[config.mk]
export PLATFORM = sky130hd
export DESIGN_NAME = uart_rx_lsr
export DESIGN_NICKNAME = d
export VERILOG_FILES = /design/src/rtl/uart_rx_pkg.sv /design/src/rtl/uart_rx_deser.sv /design/src/rtl/uart_rx_fifo.sv /design/src/rtl/uart_rx_lsr.sv
export SDC_FILE = /design/constraint.sdc
export NUM_CORES = 1
export LEC_CHECK = 0
export BUFFER_PORTS_ARGS = -buffer_cell sky130_fd_sc_hd__buf_2
export CORE_MARGIN = 2
export CORE_UTILIZATION = 45
export CTS_BUF_LIST = sky130_fd_sc_hd__clkbuf_8
export CTS_CLUSTER_DIAMETER = 80
export DETAILED_ROUTE_END_ITERATION = 16
export PLACE_DENSITY_LB_ADDON = 0.2
export SYNTH_ARGS = -nofsm -noshare
export SYNTH_HDL_FRONTEND = slang
export SYNTH_SLANG_ARGS = --single-unit
[constraint.sdc]
create_clock -name clk -period 5.4 [get_ports clk]
set_clock_uncertainty 0.1 [all_clocks]
set_input_delay 1.08 -clock clk [delete_from_list [all_inputs] [get_ports clk]]
set_output_delay 1.08 -clock clk [all_outputs]
set_load 0.03 [all_outputs]
[src/rtl/uart_rx_pkg.sv]
// Shared types of the serial receiver: one stored character with its flags.
package uart_rx_pkg;
    localparam int DATA_W = 8;

    typedef struct packed {
        logic [DATA_W-1:0] data;
        logic              pe;
        logic              fe;
        logic              bi;
    } rx_entry_t;
endpackage

[src/rtl/uart_rx_deser.sv]
// Frame deserializer. Oversamples the line on tick, confirms the start bit
// at mid-bit, then shifts in data, parity and stop. Emits one entry per frame.
// Assumes tick pulses OVS times per bit and the configuration is steady
// during a frame.
module uart_rx_deser
    import uart_rx_pkg::*;
#(
    parameter int OVS = 16
) (
    input  logic       clk,
    input  logic       rst_n,
    input  logic       tick,
    input  logic       rx,
    input  logic       par_en,
    input  logic       par_even,
    input  logic [1:0] word_len,
    output logic       out_valid,
    output rx_entry_t  out_entry
);
    localparam int CW = $clog2(OVS);
    localparam logic [CW-1:0] MID  = CW'(OVS / 2 - 1);
    localparam logic [CW-1:0] LAST = CW'(OVS - 1);

    typedef enum logic [2:0] {S_IDLE, S_START, S_DATA, S_PAR, S_STOP, S_BRK} st_t;

    st_t               st;
    logic [CW-1:0]     cnt;
    logic [2:0]        idx;
    logic [DATA_W-1:0] shreg;
    logic              par_bit;
    logic              seen_one;
    logic [2:0]        last_idx;
    logic [DATA_W-1:0] aligned;
    logic              par_bad;
    logic              is_break;

    // Last data index, right-aligned data word and error checks for the stop sample.
    always_comb begin
        last_idx = {1'b0, word_len} + 3'd4;
        aligned  = shreg >> (2'd3 - word_len);
        par_bad  = par_en & ((^aligned ^ par_bit) == par_even);
        is_break = ~rx & ~seen_one;
    end

    // Receive state machine, advanced on oversampling ticks only.
    always_ff @(posedge clk) begin
        if (!rst_n) begin
            st        <= S_IDLE;
            cnt       <= '0;
            idx       <= '0;
            shreg     <= '0;
            par_bit   <= 1'b0;
            seen_one  <= 1'b0;
            out_valid <= 1'b0;
            out_entry <= '0;
        end else begin
            out_valid <= 1'b0;
            if (tick) begin
                case (st)
                    S_IDLE: begin
                        if (!rx) begin
                            st  <= S_START;
                            cnt <= '0;
                        end
                    end
                    S_START: begin
                        if (cnt == MID) begin
                            cnt      <= '0;
                            idx      <= '0;
                            seen_one <= 1'b0;
                            st       <= rx ? S_IDLE : S_DATA;
                        end else begin
                            cnt <= cnt + 1'b1;
                        end
                    end
                    S_DATA: begin
                        if (cnt == LAST) begin
                            cnt      <= '0;
                            shreg    <= {rx, shreg[DATA_W-1:1]};
                            seen_one <= seen_one | rx;
                            if (idx == last_idx) st <= par_en ? S_PAR : S_STOP;
                            else                 idx <= idx + 1'b1;
                        end else begin
                            cnt <= cnt + 1'b1;
                        end
                    end
                    S_PAR: begin
                        if (cnt == LAST) begin
                            cnt      <= '0;
                            par_bit  <= rx;
                            seen_one <= seen_one | rx;
                            st       <= S_STOP;
                        end else begin
                            cnt <= cnt + 1'b1;
                        end
                    end
                    S_STOP: begin
                        if (cnt == LAST) begin
                            cnt            <= '0;
                            out_valid      <= 1'b1;
                            out_entry.data <= is_break ? '0 : aligned;
                            out_entry.pe   <= par_bad & ~is_break;
                            out_entry.fe   <= ~rx;
                            out_entry.bi   <= is_break;
                            if (is_break) begin
                                st <= S_BRK;
                            end else if (!rx) begin
                                st       <= S_DATA;
                                idx      <= '0;
                                seen_one <= 1'b0;
                            end else begin
                                st <= S_IDLE;
                            end
                        end else begin
                            cnt <= cnt + 1'b1;
                        end
                    end
                    S_BRK: begin
                        if (rx) st <= S_IDLE;
                    end
                    default: st <= S_IDLE;
                endcase
            end
        end
    end
endmodule

[src/rtl/uart_rx_fifo.sv]
// Character queue with per-entry flags. In queue mode it holds DEPTH entries
// and drops arrivals when full. In single-slot mode it holds one entry and
// overwrites it. Assumes the mode changes only while empty.
module uart_rx_fifo
    import uart_rx_pkg::*;
#(
    parameter int DEPTH = 16
) (
    input  logic                       clk,
    input  logic                       rst_n,
    input  logic                       fifo_mode,
    input  logic                       push,
    input  rx_entry_t                  push_entry,
    input  logic                       pop,
    input  logic                       clr_flags,
    output rx_entry_t                  head,
    output logic                       empty,
    output logic                       ovr_evt,
    output logic [$clog2(DEPTH+1)-1:0] count
);
    localparam int PW = (DEPTH > 1) ? $clog2(DEPTH) : 1;
    localparam int CNW = $clog2(DEPTH + 1);
    localparam logic [PW-1:0] PTR_MAX = PW'(DEPTH - 1);

    rx_entry_t          mem [DEPTH];
    logic [PW-1:0]      rd_ptr;
    logic [PW-1:0]      wr_ptr;
    logic [CNW-1:0]     limit;
    logic               full;
    logic               do_pop;
    logic               do_write;

    // Occupancy limits and the accept or overrun decision for this cycle.
    always_comb begin
        limit    = fifo_mode ? CNW'(DEPTH) : CNW'(1);
        empty    = (count == '0);
        full     = (count >= limit);
        do_pop   = pop & ~empty;
        ovr_evt  = push & full & ~do_pop;
        do_write = push & ~(full & ~do_pop);
        head     = mem[rd_ptr];
    end

    // Pointers and fill level.
    always_ff @(posedge clk) begin
        if (!rst_n) begin
            rd_ptr <= '0;
            wr_ptr <= '0;
            count  <= '0;
        end else begin
            if (do_pop)   rd_ptr <= (rd_ptr == PTR_MAX) ? '0 : rd_ptr + 1'b1;
            if (do_write) wr_ptr <= (wr_ptr == PTR_MAX) ? '0 : wr_ptr + 1'b1;
            if (do_write && !do_pop)      count <= count + 1'b1;
            else if (do_pop && !do_write) count <= count - 1'b1;
        end
    end

    // Entry storage: flag clearing at the head, then writes (a new entry wins).
    always_ff @(posedge clk) begin
        if (clr_flags && !empty && !do_pop) begin
            mem[rd_ptr].pe <= 1'b0;
            mem[rd_ptr].fe <= 1'b0;
            mem[rd_ptr].bi <= 1'b0;
        end
        if (do_write) mem[wr_ptr] <= push_entry;
        else if (ovr_evt && !fifo_mode) mem[rd_ptr] <= push_entry;
    end
endmodule

[src/rtl/uart_rx_lsr.sv]
// Receiver top: deserializer, character queue, overrun flag and the status
// word built from the head entry. Assumes rd strobes last one cycle each.
module uart_rx_lsr
    import uart_rx_pkg::*;
#(
    parameter int DEPTH = 16,
    parameter int OVS   = 16
) (
    input  logic       clk,
    input  logic       rst_n,
    input  logic       sample_en,
    input  logic       rx_in,
    input  logic       fifo_mode,
    input  logic       par_en,
    input  logic       par_even,
    input  logic [1:0] word_len,
    input  logic       lsi_en,
    input  logic       rd_data_stb,
    input  logic       rd_stat_stb,
    output logic [7:0] rd_data,
    output logic [7:0] line_stat,
    output logic       lsi_irq
);
    localparam int CNW = $clog2(DEPTH + 1);

    logic           rx_valid;
    rx_entry_t      rx_entry;
    rx_entry_t      head;
    logic           fifo_empty;
    logic           ovr_evt;
    logic [CNW-1:0] fifo_count;
    logic           oe_q;

    uart_rx_deser #(.OVS(OVS)) u_deser (
        .clk       (clk),
        .rst_n     (rst_n),
        .tick      (sample_en),
        .rx        (rx_in),
        .par_en    (par_en),
        .par_even  (par_even),
        .word_len  (word_len),
        .out_valid (rx_valid),
        .out_entry (rx_entry)
    );

    uart_rx_fifo #(.DEPTH(DEPTH)) u_fifo (
        .clk        (clk),
        .rst_n      (rst_n),
        .fifo_mode  (fifo_mode),
        .push       (rx_valid),
        .push_entry (rx_entry),
        .pop        (rd_data_stb),
        .clr_flags  (rd_stat_stb),
        .head       (head),
        .empty      (fifo_empty),
        .ovr_evt    (ovr_evt),
        .count      (fifo_count)
    );

    // Sticky overrun flag: a new overrun beats the clearing status read.
    always_ff @(posedge clk) begin
        if (!rst_n)           oe_q <= 1'b0;
        else if (ovr_evt)     oe_q <= 1'b1;
        else if (rd_stat_stb) oe_q <= 1'b0;
    end

    // Status word and data from the head entry, masked while empty.
    always_comb begin
        rd_data   = fifo_empty ? '0 : head.data;
        line_stat = {3'b000,
                     head.bi & ~fifo_empty,
                     head.fe & ~fifo_empty,
                     head.pe & ~fifo_empty,
                     oe_q,
                     ~fifo_empty};
        lsi_irq   = lsi_en & (|line_stat[4:1]);
    end
endmodule

Word-level counts from Yosys, hierarchy flattened:

Memory sizes are Yosys's and may differ from the RTL's. A register that Yosys moved wholly into a read port is not among the register bits.
Index checks and enable logic that the tools add are counted.

* add/subtract/negate cells: 8
* multipliers: 0
* div/mod/pow operators: 0
* magnitude comparators: 1
* eq/ne operators: 22
* shift-type cells: 1
* mux-type cells: 48
* bitwise gates (word level): 21
* reductions and logical operators: 28

Operator list (number)
* $mux W3: 16
* $mux W4: 7
* $pmux W3 S6: 1
* $mux W8: 2
* $reduce_and A8 Y1: 2
* $mux W1: 15
* $mux W5: 3
* $reduce_and A3 Y1: 5
* $add A4 B1 Y4 const B: 3
* $and A1 B1 Y1: 12
* $eq A4 B4 Y1 const B: 3
* $ne A2 B1 Y1 const B: 6
* $pmux W4 S3: 1
* $ne A2 B2 Y1 const B: 5
* $pmux W3 S3: 1
* $reduce_bool A3 Y1: 3
* $reduce_xor A8 Y1: 1
* $shr A8 B2 Y8: 1
* $reduce_and A7 Y1: 1
* $eq A3 B2 Y1 const B: 2
* $eq A3 B3 Y1 const B: 2
* $not A1 Y1: 6
* $add A5 B1 Y5 const B: 1
* $ge A5 B5 Y1: 1
* other kinds (20): 29

* bits in registers: 46
* bits in latches: 0
* bits in writable memories: 176
* memory bits (read-only): 0
* input bits: 12
* output and inout port bits: 17
* word-level logic and storage cells: 145
* memories: 1

Memories
* u_fifo.mem: words 16, width 11, read ports 1, clocked after Yosys merged registers in 1, wr ports 2, line uart_rx_fifo.sv:25 `rx_entry_t mem [DEPTH];`

Logic depth before layout (Yosys ltp):

Gate-level depths: netlist (run 1).

* depth in word-level cells: 11
* mapped depth: 16
* mapped depth without buffers: 14

Modules after synthesis:

From an unflattened synthesis (run 1), not the netlist that was laid out.

* cell total of the unflattened synthesis: 740
* area, all modules: 10406.2 um2

By module, submodules not included
* uart_rx_fifo: times used 1, cells each 510, area each 8478.1 um2, sequential area each 5625.4 um2
* uart_rx_deser: times used 1, cells each 207, area each 1766.7 um2, sequential area each 640.6 um2
* uart_rx_lsr: times used 1, cells each 23, area each 161.4 um2, sequential area each 20.0 um2

Worst setup path before layout (run 1):

Ideal clock, no wire load.

* path kind: input -> register
* from: in fifo_mode
* to: reg u_fifo.count[4]
* setup time: 0.071 ns
* data arrival time: 3.710 ns
* required time: 5.229 ns
* path slack: 1.520 ns
* stages on the path: 15
* buffers on the path: 2
* path through: inv_1 ha_1 o31a_1 o21a_1 buf_2 buf_2 nor2_1 ha_1 inv_1 fa_1 a21o_1 a21oi_1 xnor2_1 or3_1 a21oi_1

* word-level cells in the longest chain between the ends: 8
* elaborated cells on any way between the ends: 10
* classes of those cells: order compare: 1; mux: 2; bitwise: 3; reduce/logical: 4

Ends and longest elaborated chain
* start: declaration: line uart_rx_lsr.sv:13 `input logic fifo_mode,`
* $mux W5 *: line uart_rx_fifo.sv:35 `limit = fifo_mode ? CNW'(DEPTH) : CNW'(1);`
* $ge A5 B5 Y1 *: line uart_rx_fifo.sv:37 `full = (count >= limit);`
* $and A1 B1 Y1 *: line uart_rx_fifo.sv:40 `do_write = push & ~(full & ~do_pop);`
* $not A1 Y1 *: line uart_rx_fifo.sv:40
* $and A1 B1 Y1 *: line uart_rx_fifo.sv:40
* named net u_fifo.do_write: line uart_rx_fifo.sv:31 `logic do_write;`
* $logic_not A1 Y1: line uart_rx_fifo.sv:54 `else if (do_pop && !do_write) count <= count - 1'b1;`
* $logic_and A1 B1 Y1: line uart_rx_fifo.sv:54
* $reduce_bool A2 Y1 (no source line)
* end signal: assignment: line uart_rx_fifo.sv:53 `if (do_write && !do_pop) count <= count + 1'b1;`
* end signal: assignment: line uart_rx_fifo.sv:54
* end: declaration: line uart_rx_fifo.sv:19 `output logic [$clog2(DEPTH+1)-1:0] count`

Mark *: on every way through the listed nets, which the timed path passes. The rest lies on a longest branch.
A chain may end at the register's enable or synchronous reset.

==> results of run 1 <==
-- layout make-up --
class                           count  area [um2]  share of cell area [%]
Clock buffer                       41         564                    4.85
Clock inverter                     27         196                    1.69
Inverter                           20        75.1                   0.645
Multi-Input combinational cell    453        3940                    33.8
Sequential cell                   226        6290                    54.0
Tap cell                          319         399                    3.43
Timing Repair Buffer               32         178                    1.53
-- state kept, by name (all words and copies together), names as in the netlist, named ones only --
| name | cells |
|---|---|
| u_fifo.mem | 176 |
| u_deser.out_entry | 11 |
| u_deser.shreg | 8 |
| u_fifo.count | 5 |
| u_deser.cnt | 4 |
| u_fifo.rd_ptr | 4 |
| u_fifo.wr_ptr | 4 |
| u_deser.idx | 3 |
| u_deser.st | 3 |
| oe_q | 1 |
| u_deser.out_valid | 1 |
| u_deser.par_bit | 1 |
| u_deser.seen_one | 1 |
-- cell usage after synthesis, types with 9 or more instances --
library cell / number
a31o_2: 12
inv_1: 20
clkbuf_1: 35
nor2_1: 38
dfxtp_1: 50
nor2b_1: 12
edfxtp_1: 176
nand2_1: 31
and2_1: 59
o31ai_1: 19
nor3_1: 21
buf_2: 17
nand3_1: 20
xnor2_1: 9
mux4_2: 58
ha_1: 16
mux2i_1: 12
a21o_1: 18
o21ai_0: 18
a21oi_1: 31
-- cell families after synthesis --
group           after synthesis
simple gates                217
mux                          70
compound gates              131
other cells                   1
fa+ha+maj                    17
flops                       226
buf+inv                      83
xor+xnor                     15
-- through the flow --
step                setup WS (ns)  util [%]
global placement             1.34      46.8
finish                       1.12      50.0
CTS                          1.04      50.0
floorplan                    1.52         -
detailed placement           1.26      46.8
global route                0.943      50.0
-- power breakdown --
part | switching, W | internal [W]
registers | 0.000103 | 0.00189
logic | 0.000578 | 0.000434
clock network | 0.000687 | 0.000848
total | 0.00137 | 0.00317
-- routing by layer --
layer  wire length (um)  up-vias  share of wire [%]
li1                   -     2929                  -
met1              10100     3201                 42
met2              11700      225                 49
met3               1560       49                6.5
met4                575        0                2.4
met5                  0        -                  0
-- worst min path at each step --
stage | to | depth (start not counted) | slack, ns
after floorplan | u_deser.shreg[0]$_SDFFE_PN0P_ | 2 | 0.35
after global placement | u_deser.shreg[0]$_SDFFE_PN0P_ | 2 | 0.37
after detailed placement | u_deser.cnt[1]$_SDFFE_PN0P_ | 2 | 0.40
after CTS | u_deser.cnt[1]$_SDFFE_PN0P_ | 2 | 0.41
after global routing | u_deser.cnt[1]$_SDFFE_PN0P_ | 2 | 0.43
final | u_deser.cnt[1]$_SDFFE_PN0P_ | 2 | 0.41
-- worst max-delay path, cell delays in order (launching register included) --
cell     delay, ns
dfxtp_2       0.66
buf_4         0.47
mux4_2        0.58
mux4_2        0.48
and2_1        0.19
buf_2         0.18
==> impl_metrics.yaml, run 1 <==
clocking:
  cts_tree: "done"
  cts_resized: 0
  cts_max_path_buffers: 3
  clkTransAtPathRegs_ns: 0.05
  h-tree-depth: 2
  cts_buffers: 39
  holdBufCountCts: 0
  post_cts_buffers: 0
  clk_latency_ns: 0.53
  root_buffer: "clkbuf_8"
  clock-sinks: 226
global_routing:
  antenna_found_initial: 0
  grt_max_degree: 44
  grt.met2_usage_pct: 33.2
  grt_util_all_layers_pct: 20.0
  gr-max-usage-layer: "met2"
  first_global_vias: 6577
  grt_pass1_wl_um: 37100
  grt.overflow.total: 0
  met3_usage_pct: 3.99
  globalRouteMet1Util_pct: 26.5
worst_setup_path:
  r2r_cells: 13
  start_kind: "flip-flop"
  worstPathMaxFanout: 19
  critical_path_class: "reg2out"
  regToRegStartpoint: "u_fifo.count[1]$_SDFFE_PN0P_"
  cp.arrival_ns: 3.10
  endpoint: "rd_data[0]"
  r2r_slack_ns: 1.85
  worstReg2RegEnd: "u_fifo.count[4]$_SDFFE_PN0P_"
  crit_path_end_kind: "primary output"
  crit_required_ns: 4.22
cells_and_area:
  final_cells: 1118
  areaGrowthSynthToFinish_pct: 10.0
  diodes: 0
  layout-drive-gt1-share_pct: 20.9
  fill_cells: 2018
  layout_common_cells: "edfxtp_1, and2_1, mux4_2, dfxtp_1, clkbuf_8"
  fin_nets: 801
  final_area_mm2: 0.0116
  mostFrequentLayoutCell: "edfxtp_1"
logic_synthesis:
  synth-simple-area-share_pct: 11.2
  syn_area_mm2: 0.0106
  synth_area_leaders: "edfxtp_1, mux4_2, dfxtp_1"
  synth_fa_ha_area_share_pct: 2.08
  yosysTopAreaCellShare_pct: 50.0
  synth_flop_cell: "edfxtp_1"
  synth_top_family_by_area: "multiplexers"
  ys_ff_latch: 226
  postSynthCellCount: 760
  synth_mux_area_share_pct: 13.5
  yosysSeqAreaShare_pct: 59.4
  syn_avg_cell_area_um2: 13.9
  synthArstFlopShare_pct: 0
  yosysWarnings: 0
  synth_area_leader_cell: "edfxtp_1"
  synth.distinct_cells: 69
  synth_xor_area_share_pct: 1.50
  synth_edf_count: 176
  synth_compound_area_share_pct: 8.89
sta:
  setup_viol: 0
  rsz0062_at_grt: "false"
  tightestPinTransition_ns: 1.08
  post-route-period-util_pct: 79.2
  relSlewSlack_pct: 27.8
  max_freq_mhz: 234
  fin_setup_tns_ns: 0
  finalMaxSlewViolations: 0
  hold_viol_final: 0
  final.min_clock_period_ns: 4.28
  whs_ns: 0.412
power:
  leakagePower_nw: 4.04
  powerDensity_mw_per_mm2: 390
  total_power_w: 0.00454
  irDropWorstVdd_v: 0.000169
placement:
  place_area_mm2: 0.0109
  place_congestion: 0.830
  dpl.cell_count: 1050
  portBuffers: 25
  hpwl_um: 15300
job:
  drv_cap: 0
drt:
  dr.pass1.iters: 5
  via_per_inst: 5.73
  drtIter0Drc: 501
  wl_per_cell_um: 21.5
  drt_wl_total_um: 24000
  drtAntennaViolNets: 0
  route.detailed.drc: 0
  via_count: 6404
die:
  ios: 29
  die_x_um: 157
  core_area_mm2: 0.0233
  num_rows: 56
  start_util_pct: 45.5
  die_h_um: 157
  dieArea_mm2: 0.0247
status:
  outcome: "finished clean"
min_path:
  hp-class: "reg2reg"
  min_from: "u_deser.cnt[1]$_SDFFE_PN0P_"
No activity file was read; power rests on OpenSTA's default activity.
==> inputs of run 2 (changes only) <==
clock period = 3.9 ns   (was 5.4 ns; I/O delays follow)
==> run 2 against run 1 <==
Worst setup slack got worse by 0.86 ns. Sequential power is 38% higher. Global-route usage shrank 1.9 points. Combinational power up 41%. Power rose by 38%. Design area is 0.51% higher.
==> impl_metrics.yaml, run 2 (synthesis gave the netlist of run 1 again) <==
die:
  ios: 29
  dieArea_mm2: 0.0247
  start_util_pct: 45.5
  num_rows: 56
  core_area_mm2: 0.0233
  die_h_um: 157
  die_x_um: 157
drt:
  via_count: 6340
  route.detailed.drc: 0
  via_per_inst: 5.64
  drt_wl_total_um: 21800
  dr.pass1.iters: 5
  drtAntennaViolNets: 0
  wl_per_cell_um: 19.4
  drtIter0Drc: 485
power:
  p_seq_share_pct: 43.8
  clkPwrFrac_pct: 33.6
  irDropWorstVdd_v: 0.000257
  p_switching_w: 0.00191
  switching_share_pct: 30.4
  p_comb_share_pct: 22.6
  powerDensity_mw_per_mm2: 536
  leakagePower_nw: 4.09
  internal_power_w: 0.00437
sta:
  final.min_clock_period_ns: 3.64
  max_freq_mhz: 275
  post-route-period-util_pct: 93.3
  fin_setup_tns_ns: 0
  hold_viol_final: 0
  layout_setup_ws_ns: 0.262
  tightestPinTransition_ns: 0.912
  setup_viol: 0
  finalMaxSlewViolations: 0
  relSlewSlack_pct: 39.1
  rsz0062_at_grt: "false"
placement:
  portBuffers: 25
  hpwl_um: 14600
  place_congestion: 0.885
  place_area_mm2: 0.0109
  place_ws_ns: 0.321
global_routing:
  grt_util_all_layers_pct: 18.1
  grt_max_degree: 43
  grt_pass1_wl_um: 34600
  first_global_vias: 6401
  grt.overflow.total: 0
  antenna_found_initial: 0
min_path:
  hp-class: "reg2reg"
clocking:
  clk_latency_ns: 0.53
  holdBufCountCts: 0
  post_cts_buffers: 0
  cts_tree: "done"
  root_buffer: "clkbuf_8"
  cts_resized: 0
  clkTransAtPathRegs_ns: 0.06
  cts_buffers: 39
  h-tree-depth: 2
  cts_max_path_buffers: 3
  clock-sinks: 226
cells_and_area:
  fin_nets: 804
  mostFrequentLayoutCell: "edfxtp_1"
  regMostFlops: "u_fifo.mem"
  layout-drive-gt1-share_pct: 22.0
  largest_reg_flops: 176
  largestRegisters: "u_fifo.mem (176), u_deser.out_entry (11), u_deser.shreg (8)"
  layout_common_cells: "edfxtp_1, and2_1, mux4_2, dfxtp_1, clkbuf_8"
  diodes: 0
  areaGrowthSynthToFinish_pct: 10.6
  final_area_mm2: 0.0117
worst_setup_path:
  cp.arrival_ns: 2.76
  crit_path_end_kind: "primary output"
  critical_path_class: "reg2out"
  start_kind: "flip-flop"
  r2r_cells: 13
  r2r_slack_ns: 0.70
  regToRegStartpoint: "u_fifo.count[0]$_SDFFE_PN0P_"
  endpoint: "rd_data[3]"
  crit_required_ns: 3.02
  worstPathMaxFanout: 25
  worstReg2RegEnd: "u_fifo.count[4]$_SDFFE_PN0P_"
job:
  drv_cap: 0
status:
  outcome: "finished clean"
-- run 2: cell count changes in the layout (fill, tap and decap cells not counted), moves of 2 or more --
cell,change
clkinv_2,+7
clkinv_8,+2
inv_1,+2
buf_4,+2
clkinv_1,-5
-- run 2: per-layer routing --
| layer | up-vias | part of all wire (%) | global-route usage [%] |
|---|---|---|---|
| li1 | 2938 | - | - |
| met1 | 3203 | 43 | 24.1 |
| met2 | 166 | 49 | 30.2 |
| met3 | 33 | 5.8 | 4.16 |
| met4 | 0 | 1.3 | 4.76 |
| met5 | - | 0 | 0 |
-- run 2: cell type report --
| class | count | area [um2] |
|---|---|---|
| fill | 2011 | 11600 |
| sequential | 226 | 6290 |
| multi-input combinational | 453 | 3940 |
| clock buffer | 41 | 564 |
| tap | 319 | 399 |
| clock inverter | 31 | 218 |
| timing repair buffer | 35 | 213 |
| inverter | 20 | 75.1 |
-- run 2: metrics by stage --
stage | hold slack (ns) | power (W) | utilization [%] | std cells
2_1_floorplan | 0.355 | 0.00386 | - | 762
5_1_grt | 0.423 | 0.00658 | 50.3 | 1125
3_5_place_dp | 0.397 | 0.00422 | 46.9 | 1053
3_3_place_gp | 0.371 | 0.00419 | 46.9 | 1053
4_1_cts | 0.407 | 0.00635 | 50.3 | 1125
6_report | 0.403 | 0.00627 | 50.3 | 1125
-- run 2: power by group through the flow --
stage / registers, W / clock network, W / logic [W]
final: 0.00275 / 0.00211 / 0.00142
after global routing: 0.00276 / 0.00228 / 0.00154
after CTS: 0.00274 / 0.00217 / 0.00143
after global placement: 0.00279 / 0 / 0.00140
after detailed placement: 0.00280 / 0 / 0.00143
after floorplan: 0.00270 / 0 / 0.00116
-- run 2: how the worst min path moves through the flow --
stage	from	slack (ns)	depth (start not counted)	to
2_1_floorplan	u_deser.shreg[0]$_SDFFE_PN0P_	0.35	2	u_deser.shreg[0]$_SDFFE_PN0P_
3_3_place_gp	u_deser.shreg[0]$_SDFFE_PN0P_	0.37	2	u_deser.shreg[0]$_SDFFE_PN0P_
3_5_place_dp	u_deser.shreg[0]$_SDFFE_PN0P_	0.40	2	u_deser.shreg[0]$_SDFFE_PN0P_
4_1_cts	u_deser.idx[1]$_SDFFE_PN0P_	0.41	2	u_deser.idx[1]$_SDFFE_PN0P_
5_1_grt	par_en	0.42	3	u_deser.out_entry[2]$_SDFFE_PN0P_
6_report	u_deser.cnt[1]$_SDFFE_PN0P_	0.40	2	u_deser.cnt[1]$_SDFFE_PN0P_
-- run 2: worst max-delay path: stages, from the launching register on --
cell and delay [ns]:
dfxtp_4 0.54, buf_12 0.28, mux4_2 0.59, mux4_2 0.47
and2_1 0.16, buf_2 0.17
==> inputs of run 3 (changes only) <==
CTS_BUF_LIST = not set   (was sky130_fd_sc_hd__clkbuf_8)
==> run 3 against run 2 <==
Worst setup slack gained 0.019 ns. Clock-buffer cell count shrank 7. Design area grew 0.34%. Critical path depth is the same. Combinational power is essentially flat. Register-to-register slack is essentially flat. Sequential share of layout area shrank 0.18 points. Maximum frequency grew 0.54%. Via count shrank 2.2%. Wire length shrank 2.2%. Die area is the same. Largest cell class unchanged. Largest power group unchanged.
==> impl_metrics.yaml, run 3 (synthesis gave the netlist of run 1 again) <==
sta:
  fin_setup_tns_ns: 0
  final.min_clock_period_ns: 3.62
  post-route-period-util_pct: 92.8
  max_freq_mhz: 276
  hold_viol_final: 0
  setup_viol: 0
  rsz0062_at_grt: "false"
  tightestPinTransition_ns: 0.906
  whs_ns: 0.399
  finalMaxSlewViolations: 0
  relSlewSlack_pct: 39.5
drt:
  drt_wl_total_um: 21300
  via_per_inst: 5.65
  top_layer: "met4"
  via_count: 6201
  route.met3.wl_um: 1200
  drtIter0Drc: 518
  wl_per_cell_um: 19.4
  drtAntennaViolNets: 0
  met2WireLength_um: 10600
  dr.pass1.iters: 7
  drt-met1-wl_um: 9190
  route.detailed.drc: 0
power:
  total_power_w: 0.00645
  leakagePower_nw: 4.04
  irDropWorstVdd_v: 0.000308
  powerDensity_mw_per_mm2: 549
cells_and_area:
  largestRegisters: "u_fifo.mem (176), u_deser.out_entry (11), u_deser.shreg (8)"
  diodes: 0
  layout_common_cells: "edfxtp_1, and2_1, mux4_2, dfxtp_1, nor2_1"
  layout-drive-gt1-share_pct: 20.8
  mostFrequentLayoutCell: "edfxtp_1"
  areaGrowthSynthToFinish_pct: 11.0
  regMostFlops: "u_fifo.mem"
  fin_nets: 789
  largest_reg_flops: 176
placement:
  hpwl_um: 14600
  portBuffers: 25
  place_congestion: 0.885
global_routing:
  grt_max_degree: 43
  grt_util_all_layers_pct: 17.6
  antenna_found_initial: 0
  grt.overflow.total: 0
  grt_pass1_wl_um: 33900
  first_global_vias: 6248
worst_setup_path:
  slowest_delay_ns: 0.58
  start_kind: "flip-flop"
  critPathSlowestCell: "mux4_2"
  critical_path_class: "reg2out"
  crit_path_end_kind: "primary output"
  path_buf_inv: 2
  regToRegStartpoint: "u_fifo.count[0]$_SDFFE_PN0P_"
  worstPathMaxFanout: 25
  path_cells: "buf_12, mux4_2, mux4_2, and2_1, buf_2"
  cp_num_cells: 5
  cp_top_family: "multiplexers"
  cp.arrival_ns: 2.74
  r2r_cells: 13
  crit_required_ns: 3.02
  crit_path_frequent_cell: "mux4_2"
clocking:
  clock-sinks: 226
  cts_buffers: 24
  cts_max_path_buffers: 3
  h-tree-depth: 1
  clk_latency_ns: 0.52
  root_buffer: "clkbuf_16"
  clkTransAtPathRegs_ns: 0.06
  post_cts_buffers: 0
  cts_tree: "done"
  cts_resized: 0
  holdBufCountCts: 0
die:
  die_h_um: 157
  num_rows: 56
  ios: 29
  dieArea_mm2: 0.0247
  core_area_mm2: 0.0233
  die_x_um: 157
  start_util_pct: 45.5
min_path:
  hold-path-cell-count: 2
  min_from: "u_deser.shreg[0]$_SDFFE_PN0P_"
  hp-class: "reg2reg"
status:
  outcome: "finished clean"
job:
  drv_cap: 0
run 3: final cells by class:
cell class                 count  area [um2]
multi-input combinational    453        3940
sequential                   226        6290
fill                        1987       11500
clock buffer                  34         719
inverter                      20        75.1
timing repair buffer          35         213
clock inverter                10         103
tap                          319         399
run 3: path summary, 6_finish.rpt:
kind                                                       to  slack, ns
worst max-delay path                               rd_data[4]       0.28
worst min-delay path            u_deser.shreg[0]$_SDFFE_PN0P_       0.40
worst max register to register   u_fifo.count[4]$_SDFFE_PN0P_       0.70
worst min register to register  u_deser.shreg[0]$_SDFFE_PN0P_       0.40
run 3: where the power goes:
| group | switching, W | leakage, nW | internal [W] | total [W] |
|---|---|---|---|---|
| Combinational | 0.000802 | 1.60 | 0.000615 | 0.00142 |
| Clock | 0.000924 | 0.401 | 0.00136 | 0.00229 |
| Sequential | 0.000129 | 2.04 | 0.00262 | 0.00275 |
run 3: tightest hold or removal path: cells and delay by family (launching register included):
family           cells  cell delay (ns)
DFF                  1             0.32
and+or+nand+nor      1             0.08
muxes                1             0.07
run 3: metal layers:
layer	track usage [%]	vias to the layer above
li1	-	2901
met1	24.1	3101
met2	29.6	176
met3	2.95	23
met4	4.33	0
met5	0	-
run 3: per-stage QoR:
step	cell area (um2)	util [%]	std cells	worst slack, ns
floorplan	10600	-	762	0.320
global placement	10900	46.9	1053	0.413
detailed placement	10900	46.9	1053	0.321
CTS	11700	50.4	1097	0.0737
global route	11700	50.5	1097	0.0608
finish	11700	50.5	1097	0.282
